File: src/rtl/page_walker_pkg.sv
package page_walker_pkg;

  typedef enum logic [1:0] {
    ST_IDLE     = 2'd0,
    ST_READ_DIR = 2'd1,
    ST_READ_TBL = 2'd2,
    ST_DONE     = 2'd3
  } walkStateT;

  typedef enum logic [1:0] {
    CAUSE_NONE   = 2'd0,
    CAUSE_ABSENT = 2'd1,
    CAUSE_PRIV   = 2'd2,
    CAUSE_RDONLY = 2'd3
  } faultCauseT;

  typedef struct packed {
    logic capture;
    logic latchDir;
    logic respond;
    logic tableLevel;
  } walkStrobeT;

  localparam int FLAG_PRESENT = 0;
  localparam int FLAG_WRITE   = 1;
  localparam int FLAG_USER    = 2;

  function automatic faultCauseT judgeEntry(input logic [2:0] flags,
                                            input logic isUser,
                                            input logic isWrite,
                                            input logic wpOn);
    faultCauseT res;
    res = CAUSE_NONE;
    if (!flags[FLAG_PRESENT])
      res = CAUSE_ABSENT;
    else if (isUser && !flags[FLAG_USER])
      res = CAUSE_PRIV;
    else if (isWrite && !flags[FLAG_WRITE] && (isUser || wpOn))
      res = CAUSE_RDONLY;
    return res;
  endfunction

endpackage

File: src/rtl/page_walker_ctrl.sv
module page_walker_ctrl
  import page_walker_pkg::*;
(
  input  logic       clk,
  input  logic       rstN,
  input  logic       reqValid,
  input  logic       memRdValid,
  input  logic       entryFault,
  output logic       reqReady,
  output logic       memReadEn,
  output logic       rspDone,
  output walkStrobeT strobe
);

  walkStateT state, nextState;

  always_ff @(posedge clk or negedge rstN) begin
    if (!rstN) state <= ST_IDLE;
    else       state <= nextState;
  end

  always_comb begin
    nextState = state;
    strobe    = '0;
    reqReady  = 1'b0;
    memReadEn = 1'b0;
    rspDone   = 1'b0;
    unique case (state)
      ST_IDLE: begin
        reqReady = 1'b1;
        if (reqValid) begin
          strobe.capture = 1'b1;
          nextState      = ST_READ_DIR;
        end
      end
      ST_READ_DIR: begin
        memReadEn = 1'b1;
        if (memRdValid) begin
          if (entryFault) begin
            strobe.respond = 1'b1;
            nextState      = ST_DONE;
          end else begin
            strobe.latchDir = 1'b1;
            nextState       = ST_READ_TBL;
          end
        end
      end
      ST_READ_TBL: begin
        memReadEn         = 1'b1;
        strobe.tableLevel = 1'b1;
        if (memRdValid) begin
          strobe.respond = 1'b1;
          nextState      = ST_DONE;
        end
      end
      ST_DONE: begin
        rspDone   = 1'b1;
        nextState = ST_IDLE;
      end
      default: nextState = ST_IDLE;
    endcase
  end

endmodule

File: src/rtl/page_walker_dp.sv
module page_walker_dp
  import page_walker_pkg::*;
#(
  parameter int ADDR_W   = 32,
  parameter int OFFSET_W = 12,
  parameter int INDEX_W  = 10
) (
  input  logic              clk,
  input  logic              rstN,
  input  walkStrobeT        strobe,
  input  logic [ADDR_W-1:0] reqVaddr,
  input  logic              reqUser,
  input  logic              reqWrite,
  input  logic [ADDR_W-1:0] rootBase,
  input  logic              wpEnable,
  input  logic [ADDR_W-1:0] memRdData,
  output logic [ADDR_W-1:0] memAddr,
  output logic              entryFault,
  output logic              rspFault,
  output logic [1:0]        rspCause,
  output logic              rspLevel,
  output logic [ADDR_W-1:0] rspPaddr
);

  localparam int FRAME_W = ADDR_W - OFFSET_W;
  localparam int IDX_B_W = INDEX_W + 2;

  logic [ADDR_W-1:0]  vaReg, rootReg;
  logic               userReg, writeReg, wpReg;
  logic [FRAME_W-1:0] dirFrameReg;
  faultCauseT         entryCause;
  logic [ADDR_W-1:0]  dirAddr, tblAddr;
  logic               unusedFlagBits;

  always_ff @(posedge clk or negedge rstN) begin
    if (!rstN) begin
      vaReg    <= '0;
      rootReg  <= '0;
      userReg  <= 1'b0;
      writeReg <= 1'b0;
      wpReg    <= 1'b0;
    end else if (strobe.capture) begin
      vaReg    <= reqVaddr;
      rootReg  <= rootBase;
      userReg  <= reqUser;
      writeReg <= reqWrite;
      wpReg    <= wpEnable;
    end
  end

  always_ff @(posedge clk or negedge rstN) begin
    if (!rstN)                dirFrameReg <= '0;
    else if (strobe.latchDir) dirFrameReg <= memRdData[ADDR_W-1:OFFSET_W];
  end

  assign dirAddr = rootReg +
                   ADDR_W'({vaReg[ADDR_W-1 -: INDEX_W], 2'b00});
  assign tblAddr = {dirFrameReg, {OFFSET_W{1'b0}}} +
                   ADDR_W'({vaReg[OFFSET_W +: INDEX_W], 2'b00});
  assign memAddr = strobe.tableLevel ? tblAddr : dirAddr;

  assign entryCause     = judgeEntry(memRdData[2:0], userReg, writeReg, wpReg);
  assign entryFault     = (entryCause != CAUSE_NONE);
  assign unusedFlagBits = ^{memRdData[OFFSET_W-1:3], IDX_B_W[0]};

  always_ff @(posedge clk or negedge rstN) begin
    if (!rstN) begin
      rspFault <= 1'b0;
      rspCause <= CAUSE_NONE;
      rspLevel <= 1'b0;
      rspPaddr <= '0;
    end else if (strobe.respond) begin
      rspFault <= entryFault;
      rspCause <= entryCause;
      rspLevel <= strobe.tableLevel;
      rspPaddr <= entryFault ? '0
                             : {memRdData[ADDR_W-1:OFFSET_W], vaReg[OFFSET_W-1:0]};
    end
  end

endmodule

File: src/rtl/page_walker.sv
module page_walker
  import page_walker_pkg::*;
#(
  parameter int ADDR_W   = 32,
  parameter int OFFSET_W = 12,
  parameter int INDEX_W  = 10
) (
  input  logic              clk,
  input  logic              rstN,
  input  logic              reqValid,
  output logic              reqReady,
  input  logic [ADDR_W-1:0] reqVaddr,
  input  logic              reqUser,
  input  logic              reqWrite,
  input  logic [ADDR_W-1:0] rootBase,
  input  logic              wpEnable,
  output logic [ADDR_W-1:0] memAddr,
  output logic              memReadEn,
  input  logic              memRdValid,
  input  logic [ADDR_W-1:0] memRdData,
  output logic              rspDone,
  output logic              rspFault,
  output logic [1:0]        rspCause,
  output logic              rspLevel,
  output logic [ADDR_W-1:0] rspPaddr
);

  walkStrobeT strobe;
  logic       entryFault;

  page_walker_ctrl u_ctrl (
    .clk        (clk),
    .rstN       (rstN),
    .reqValid   (reqValid),
    .memRdValid (memRdValid),
    .entryFault (entryFault),
    .reqReady   (reqReady),
    .memReadEn  (memReadEn),
    .rspDone    (rspDone),
    .strobe     (strobe)
  );

  page_walker_dp #(
    .ADDR_W   (ADDR_W),
    .OFFSET_W (OFFSET_W),
    .INDEX_W  (INDEX_W)
  ) u_dp (
    .clk        (clk),
    .rstN       (rstN),
    .strobe     (strobe),
    .reqVaddr   (reqVaddr),
    .reqUser    (reqUser),
    .reqWrite   (reqWrite),
    .rootBase   (rootBase),
    .wpEnable   (wpEnable),
    .memRdData  (memRdData),
    .memAddr    (memAddr),
    .entryFault (entryFault),
    .rspFault   (rspFault),
    .rspCause   (rspCause),
    .rspLevel   (rspLevel),
    .rspPaddr   (rspPaddr)
  );

endmodule

File: config.mk
export PLATFORM = sky130hd
export DESIGN_NAME = page_walker
export DESIGN_NICKNAME = d
export VERILOG_FILES = /design/src/rtl/page_walker_pkg.sv /design/src/rtl/page_walker_ctrl.sv /design/src/rtl/page_walker_dp.sv /design/src/rtl/page_walker.sv
export SDC_FILE = /design/constraint.sdc
export NUM_CORES = 1
export LEC_CHECK = 0
export BUFFER_PORTS_ARGS = -buffer_cell sky130_fd_sc_hd__clkbuf_2
export CAP_MARGIN = 20
export CORE_UTILIZATION = 48
export DETAILED_ROUTE_END_ITERATION = 8
export GPL_TIMING_DRIVEN = 0
export PLACE_DENSITY_LB_ADDON = 0.05
export REMOVE_ABC_BUFFERS = 1
export SLEW_MARGIN = 0
export SYNTH_ARGS = -nofsm -noshare
export SYNTH_HDL_FRONTEND = slang
export SYNTH_HIERARCHICAL = 1
export SYNTH_SLANG_ARGS = --single-unit
export TNS_END_PERCENT = 1
File: constraint.sdc
create_clock -name clk -period 2.1 [get_ports clk]
set_input_delay 0.21 -clock clk [delete_from_list [all_inputs] [get_ports clk]]
set_output_delay 0.21 -clock clk [all_outputs]
set_load 0.01 [all_outputs]
Yosys cells after proc, flatten, opt, wreduce, memory -nomap -nowiden --
Index checks and enable logic that the tools add are counted. W data, S select, Z words.
Word-level totals: input bits 103, word-level logic and storage cells 51, output and inout bits 71, register bits 125
Operators by class: add/sub/neg operators 2, equal/unequal tests 6, reductions and logical operators 10, multiplexer cells 22
Operators with widths (number):
- $add A32 B12 Y32 | 2
- $mux W32 | 2
- $mux W2 | 7
- $mux W1 | 11
- $pmux W2 S4 | 1
- $ne A2 B2 Y1 const B | 3
- $eq A2 B2 Y1 const B | 2
- $logic_and A1 B1 Y1 | 3
- $reduce_and A3 Y1 | 1
- $eq A2 B1 Y1 const B | 1
- $logic_not A1 Y1 | 2
- $logic_not A2 Y1 | 1
- $pmux W1 S2 | 1
- $reduce_bool A2 Y1 | 1
- $reduce_or A2 Y1 | 1
- $logic_or A1 B1 Y1 | 1

Logic depth before layout (Yosys ltp) --
Gate-level depths: netlist of run 1.
word-level depth 10, depth in mapped cells 11, gate-level depth less buffers 8

Hierarchy --
Netlist of run 1, hierarchy kept.
By module, submodules not included:
- page_walker_dp | area each 5983.2 µm², cells an instance 555, seq. area each 3078.0 µm², instances 1
- page_walker_ctrl | area each 234.0 µm², cells an instance 23, seq. area each 50.0 µm², instances 1

Worst setup path after synthesis of run 1 --
OpenSTA, ideal clock, no wires.
kind reg-to-output, start point reg u_dp.vaReg[22], end point out memAddr[18], path buffers 0, data arrival time 2.290 ns, slack -0.400 ns, stages on the path, launching flop included 9, required time 1.890 ns, cell sequence dfrtp_1 -> ha_1 -> fa_1 -> a211oi_1 -> nor2_2 -> o211ai_2 -> a211oi_1 -> xnor2_1 -> o21ai_0
On the way: longest elaborated chain between the ends 2
RTL lines:
- start, declared | RTL line page_walker_dp.sv:28 | logic [ADDR_W-1:0] vaReg, rootReg;
- start signal, assigned | RTL line page_walker_dp.sv:43 | vaReg <= reqVaddr;
- $add A32 B12 Y32 | RTL line page_walker_dp.sv:56 | assign dirAddr = rootReg +
- $mux W32 | RTL line page_walker_dp.sv:60 | assign memAddr = strobe.tableLevel ? tblAddr : dirAddr;
- end, declared | RTL line page_walker.sv:17 | output logic [ADDR_W-1:0] memAddr,
No other way between the ends.

Worst setup path after layout of run 1 --
start point reg u_dp.vaReg[22], end point out memAddr[28]
Same word-level chain as after synthesis.

==> results.sh, run 1 <==
export IMPL_synthArstFlopShare=1.000
export IMPL_dr_total_vias=4872
export IMPL_min_delay_path_class="in2reg"
export IMPL_die_w_microns=115.8
export IMPL_antenna_left=0
export IMPL_cp_max_fo=10
export IMPL_setup_ws_ps=-765.0
export IMPL_rrSetupSlack_ps=-290
export IMPL_synth_cell_type_count=54
export IMPL_syn_inst=578
export IMPL_dp_cells=886
export IMPL_status="finished with violations"
export IMPL_gp_congestion=0.7384
export IMPL_grt_overflow_total=0
export IMPL_drv_slew=0
export IMPL_antenna_cells=0
export IMPL_violations="setup timing"
export IMPL_antenna_found_initial=0
export IMPL_layout_cells_non_filler=926
export IMPL_yosysSeqAreaShare=0.5031
export IMPL_die_height_microns=115.8
export IMPL_io_buffers=164
export IMPL_pin_count=174
export IMPL_finClkSkew_ps=5.485
export IMPL_critical_path_max_stage_delay_ps=390
export IMPL_r2r_cells=9
export IMPL_power_mw=14.35
export IMPL_cts_root_buf="clkbuf_16"
export IMPL_rr_endpoint="u_dp/rspLevel"
export IMPL_dr_first_iter_drc_count=268
export IMPL_crit_chain="ha_2 > fa_2 > a211oi_2 > nor2_2 > o211ai_4 > buf_12 > a211oi_1 > xnor2_1 > o21ai_0 > buf_2"
export IMPL_synth_xor_area_share=0.02254
export IMPL_synth_edf_count=0
export IMPL_synth_top_family_by_area="multiplexers"
export IMPL_synth_warnings=6
export IMPL_clock_sinks=125
export IMPL_fillers=1072
export IMPL_cts_htree_levels=4
export IMPL_synth_area_sq_mm=0.006217
export IMPL_worst_slew_pin_slew_ps=668.9
export IMPL_finalSetupViolations=75
export IMPL_synthSimpleGateAreaFrac=0.1095
export IMPL_leakage_nw=3.637
export IMPL_tritoncts="built"
export IMPL_rsz0062_at_grt="true"
export IMPL_layout_commonest_cell="clkbuf_2"
export IMPL_fin_crit_ps=2865
export IMPL_drc_errors=0
export IMPL_area_growth_pct=30.35
export IMPL_grt_pass1_vias=4891
export IMPL_max_freq_ghz=0.3490
export IMPL_core_area_sq_mm=0.01262
export IMPL_maxCapViolCount=0
export IMPL_dr_pass1_iters=4
export IMPL_dp_hpwl_microns=10150
export IMPL_synthFlopType="dfrtp_1"
export IMPL_cp_required_ps=1890
export IMPL_drt_vias_per_instance=5.261
export IMPL_worstSkewPairLatency_ps=410
export IMPL_final_cell_mix="clkbuf_2, dfrtp_1, mux2_2"
export IMPL_min_from="rootBase[5]"
export IMPL_p_per_area_mw_per_mm2=1770
export IMPL_synthAdderAreaFrac=0.03542
export IMPL_finalHoldViolations=0
export IMPL_vdd_drop_max_v=0.0008120
export IMPL_ys_seq_elements=125
export IMPL_syn_area_per_cell_sq_um=10.76
export IMPL_setup_tns_final_ps=-20390
export IMPL_slew_headroom=0.5541
export IMPL_wirelength_microns=14810
export IMPL_nets=861
export IMPL_period_share=1.364
export IMPL_crit_slowest_cell="dfrtp_1"
export IMPL_grt_pass1_wl_microns=24020
export IMPL_start_util=0.4927
export IMPL_crit_type="reg2out"
export IMPL_critPathBufInv=2
export IMPL_fin_util=0.6422
export IMPL_synth_compound_area_share=0.1244
export IMPL_synth_mux_area_frac=0.1580
export IMPL_critPathLaunchType="register"
export IMPL_grt_max_degree=74
export IMPL_cp_end_kind="primary output"
export IMPL_clk_pin_slew_worst_paths_ps=60
export IMPL_die_area_sq_mm=0.01341
export IMPL_wire_per_inst_microns=15.99
export IMPL_num_rows=41
export IMPL_clockBufferDepth=2
export IMPL_worstPathArrival_ps=2650
export IMPL_track_usage=0.2386
export IMPL_critical_path_top_delay_family="compound AO/OA/AOI/OAI gates"
export IMPL_timing_rr_start="u_dp/userReg"
export IMPL_hold_end="u_dp/rootReg[5]"
export IMPL_cts_buffers=17
export IMPL_drive_above_1_share=0.4337
export IMPL_min_path_cells=2
[worst max-delay path by stage]
stage	start	to	cells after the start
final	u_dp/vaReg[22]	memAddr[28]	10
after global routing	u_dp/vaReg[22]	memAddr[28]	10
after global placement	u_dp/userReg	u_dp/rspCause[0]	8
after floorplan	u_dp/userReg	u_dp/rspLevel	7
after CTS	u_dp/vaReg[22]	memAddr[24]	10
after detailed placement	u_dp/userReg	u_dp/dirFrameReg[18]	5
[through the flow]
stage	hold slack [ps]	setup slack (ps)	cell area, sq um
floorplan	-85.59	-2061	6090
global placement	423.5	-3533	7126
detailed placement	201.1	-891.7	7269
CTS	5.137	-816.5	8079
global route	15.30	-936.1	8104
finish	21.88	-765.0	8104
[routing by layer]
metal | part of all wire | track usage
met1 | 0.43 | 0.2974
met2 | 0.50 | 0.3944
met3 | 0.060 | 0.07008
met4 | 0.014 | 0.08632
met5 | 0 | 0
[what timing repair did]
action	in CTS	in global routing
endpoints found under the setup margin	86	126
hold buffers	4	0
resized for setup	29	18
buffers inserted	4	0
hold endpoints to repair	55	0
pin swaps	6	6
[synth_stat cells (3+ instances only)]
| library cell | number | area [sq um] |
|---|---|---|
| o22ai_1 | 33 | 206.5 |
| nand3_1 | 20 | 100.1 |
| mux2_2 | 85 | 957.2 |
| dfrtp_1 | 125 | 3128 |
| a21oi_1 | 14 | 70.07 |
| a22oi_1 | 5 | 37.54 |
| xnor2_1 | 12 | 105.1 |
| nand4_1 | 3 | 18.77 |
| nand2_1 | 72 | 270.3 |
| nor3b_1 | 3 | 22.52 |
| a211oi_1 | 7 | 52.55 |
| nor2_1 | 11 | 41.29 |
| a2111o_1 | 4 | 45.04 |
| o21a_1 | 4 | 30.03 |
| xor2_1 | 4 | 35.03 |
| inv_1 | 44 | 165.2 |
| and2_1 | 3 | 18.77 |
| ha_1 | 16 | 200.2 |
| nor3_1 | 3 | 15.01 |
| o211ai_1 | 5 | 37.54 |
| o21ai_0 | 27 | 135.1 |
| clkbuf_1 | 29 | 108.9 |
| nor2b_1 | 6 | 37.54 |
| o21ai_1 | 4 | 20.02 |
[power breakdown]
part,total (mW),internal [mW],switching (mW)
logic,6.90,3.26,3.64
clock network,3.07,1.98,1.09
registers,4.37,3.57,0.798
[kinds of logic after synthesis]
family | after synthesis
AND/OR/NAND/NOR | 139
XOR/XNOR | 16
flip-flops | 125
adder cells (fa/ha/maj) | 17
multiplexers | 87
AO/OA/AOI/OAI | 117
buffers and inverters | 77
[state kept, by name (all words and copies together), names as in the netlist]
register,count
u_dp/rspPaddr,32
u_dp/userReg,1
u_ctrl/state,2
u_dp/writeReg,1
u_dp/vaReg,32
u_dp/rspCause,2
u_dp/rootReg,32
u_dp/rspLevel,1
u_dp/rspFault,1
u_dp/dirFrameReg,20
u_dp/wpReg,1
[final cells by class]
type	instances	area, sq um	share of cell area
sequential	125	3132	0.3864
multi-input combinational	376	2924	0.3608
timing repair buffer	177	1045	0.1289
clock buffer	18	429.2	0.05296
tap	172	215.2	0.02656
clock inverter	14	193.9	0.02393
inverter	44	165.2	0.02038
(Power assumes the default switching activity.)
==> run 2, diff against run 1 <==
==> constraint.sdc (replaced) <==
create_clock -name clk -period 2.1 [get_ports clk]
set_input_delay 0.63 -clock clk [delete_from_list [all_inputs] [get_ports clk]]
set_output_delay 0.63 -clock clk [all_outputs]
set_load 0.01 [all_outputs]
==> results.sh, run 2 (same netlist as run 1, synthesis figures left out) <==
export IMPL_cts_htree_levels=4
export IMPL_finalSetupViolations=77
export IMPL_leakage_nw=3.638
export IMPL_timing_rr_start="u_dp/userReg"
export IMPL_worst_slew_pin_slew_ps=642.8
export IMPL_reg_top3="u_dp/rootReg (32), u_dp/rspPaddr (32), u_dp/vaReg (32)"
export IMPL_setup_ws_ps=-1166
export IMPL_fillers=1081
export IMPL_dr_pass1_iters=5
export IMPL_antenna_found_initial=0
export IMPL_cts_hold_buf=0
export IMPL_pin_count=174
export IMPL_antenna_left=0
export IMPL_dp_hpwl_microns=10150
export IMPL_post_place_ws_ps=-1280
export IMPL_rsz0062_at_grt="true"
export IMPL_p_per_area_mw_per_mm2=1785
export IMPL_drt_vias_per_instance=5.268
export IMPL_clock_sinks=125
export IMPL_status="finished with violations"
export IMPL_final_cell_mix="clkbuf_2, dfrtp_1, mux2_2"
export IMPL_maxCapViolCount=0
export IMPL_min_delay_path_class="in2async"
export IMPL_layout_commonest_cell="clkbuf_2"
export IMPL_dp_cells=886
export IMPL_cp_end_kind="primary output"
export IMPL_fin_crit_ps=3266
export IMPL_track_usage=0.2377
export IMPL_rr_endpoint="u_dp/rspLevel"
export IMPL_r2r_cells=9
export IMPL_core_area_sq_mm=0.01262
export IMPL_wirelength_microns=14780
export IMPL_crit_type="reg2out"
export IMPL_finalHoldViolations=0
export IMPL_grt_pass1_wl_microns=23910
export IMPL_drv_slew=0
export IMPL_cp_max_fo=10
export IMPL_vdd_drop_max_v=0.0008121
export IMPL_die_w_microns=115.8
export IMPL_io_buffers=164
export IMPL_grt_pass1_vias=4871
export IMPL_critPathLaunchType="register"
export IMPL_clockBufferDepth=2
export IMPL_dr_first_iter_drc_count=305
export IMPL_antenna_cells=0
export IMPL_dr_total_vias=4857
export IMPL_cts_root_buf="clkbuf_16"
export IMPL_tritoncts="built"
export IMPL_clk_pin_slew_worst_paths_ps=50
export IMPL_grt_overflow_total=0
export IMPL_drc_errors=0
export IMPL_period_share=1.555
export IMPL_power_mw=14.46
export IMPL_layout_cells_non_filler=922
export IMPL_wire_per_inst_microns=16.03
export IMPL_worstPathArrival_ps=2640
export IMPL_nets=857
export IMPL_cp_required_ps=1470
export IMPL_slew_headroom=0.5715
export IMPL_start_util=0.4927
export IMPL_die_height_microns=115.8
export IMPL_die_area_sq_mm=0.01341
export IMPL_finClkSkew_ps=5.714
export IMPL_num_rows=41
export IMPL_max_freq_ghz=0.3062
export IMPL_gp_congestion=0.7384
export IMPL_grt_max_degree=74
export IMPL_area_growth_pct=30.35
export IMPL_rrSetupSlack_ps=-270
export IMPL_cts_buffers=17
export IMPL_violations="setup timing"
export IMPL_worstSkewPairLatency_ps=410
export IMPL_drive_above_1_share=0.4413
run 2: cell count changes in the layout (fill, tap and decap cells not counted), sizes merged:
| cell | before | now |
|---|---|---|
| clkbuf | 174 | 175 |
| dlygate4sd3 | 4 | 0 |
| buf | 17 | 16 |
run 2: critical path, cell delays in order, from the launching register on:
cell,delay (ps)
dfrtp_1,380
ha_2,210
fa_2,390
a211oi_2,220
nor2_2,120
o211ai_4,190
buf_12,160
a211oi_1,90
xnor2_1,160
o21ai_0,130
buf_2,170
run 2: layout make-up:
class	count	area, sq um	share of cell area
flip-flops and latches	125	3133	0.3866
well taps	172	215.2	0.02656
multi-input cells	376	2954	0.3645
clock inverters	14	193.9	0.02393
inverters	44	167.7	0.02069
repair buffers	173	1011	0.1247
clock buffers	18	429.2	0.05296
run 2: layer usage:
layer / vias up / part of all wire / track usage / wire (microns)
li1: 2350 / - / - / -
met1: 2357 / 0.43 / 0.2953 / 6412
met2: 137 / 0.50 / 0.3909 / 7337
met3: 13 / 0.058 / 0.07270 / 857
met4: 0 / 0.012 / 0.08803 / 170
met5: - / 0 / 0 / 0
run 2: worst max path at each step:
stage	cells after the start	slack, ps	start	end
after floorplan	7	-2360	memRdData[1]	u_dp/rspLevel
after global placement	9	-3900	memRdData[1]	u_dp/rspCause[0]
after detailed placement	9	-1280	u_dp/vaReg[22]	memAddr[18]
after CTS	10	-1240	u_dp/vaReg[22]	memAddr[24]
after global routing	10	-1350	u_dp/vaReg[22]	memAddr[28]
final	10	-1170	u_dp/vaReg[22]	memAddr[28]
run 2: repair_timing:
action,in CTS,in global routing
pin swaps,7,4
gates cloned,0,0
resized for setup,39,19
endpoints found under the setup margin,89,127
setup buffers,4,0
run 2: power by group:
group / switching, mW / leakage (nW) / internal, mW
clock: 1.09 / 0.289 / 1.98
sequential: 0.812 / 1.53 / 3.58
combinational: 3.67 / 1.82 / 3.33
total: 5.57 / 3.64 / 8.89
run 2: per-stage QoR:
stage	TNS, ps	instance area, sq um	util	hold slack, ps
5_1_grt	-46390	8104	0.6422	196.5
3_5_place_dp	-79560	7269	0.5760	485.2
4_1_cts	-32060	8064	0.6390	176.1
3_3_place_gp	-527770	7126	0.5646	480.9
2_1_floorplan	-176390	6090	-	334.4
6_report	-30920	8104	0.6422	168.2
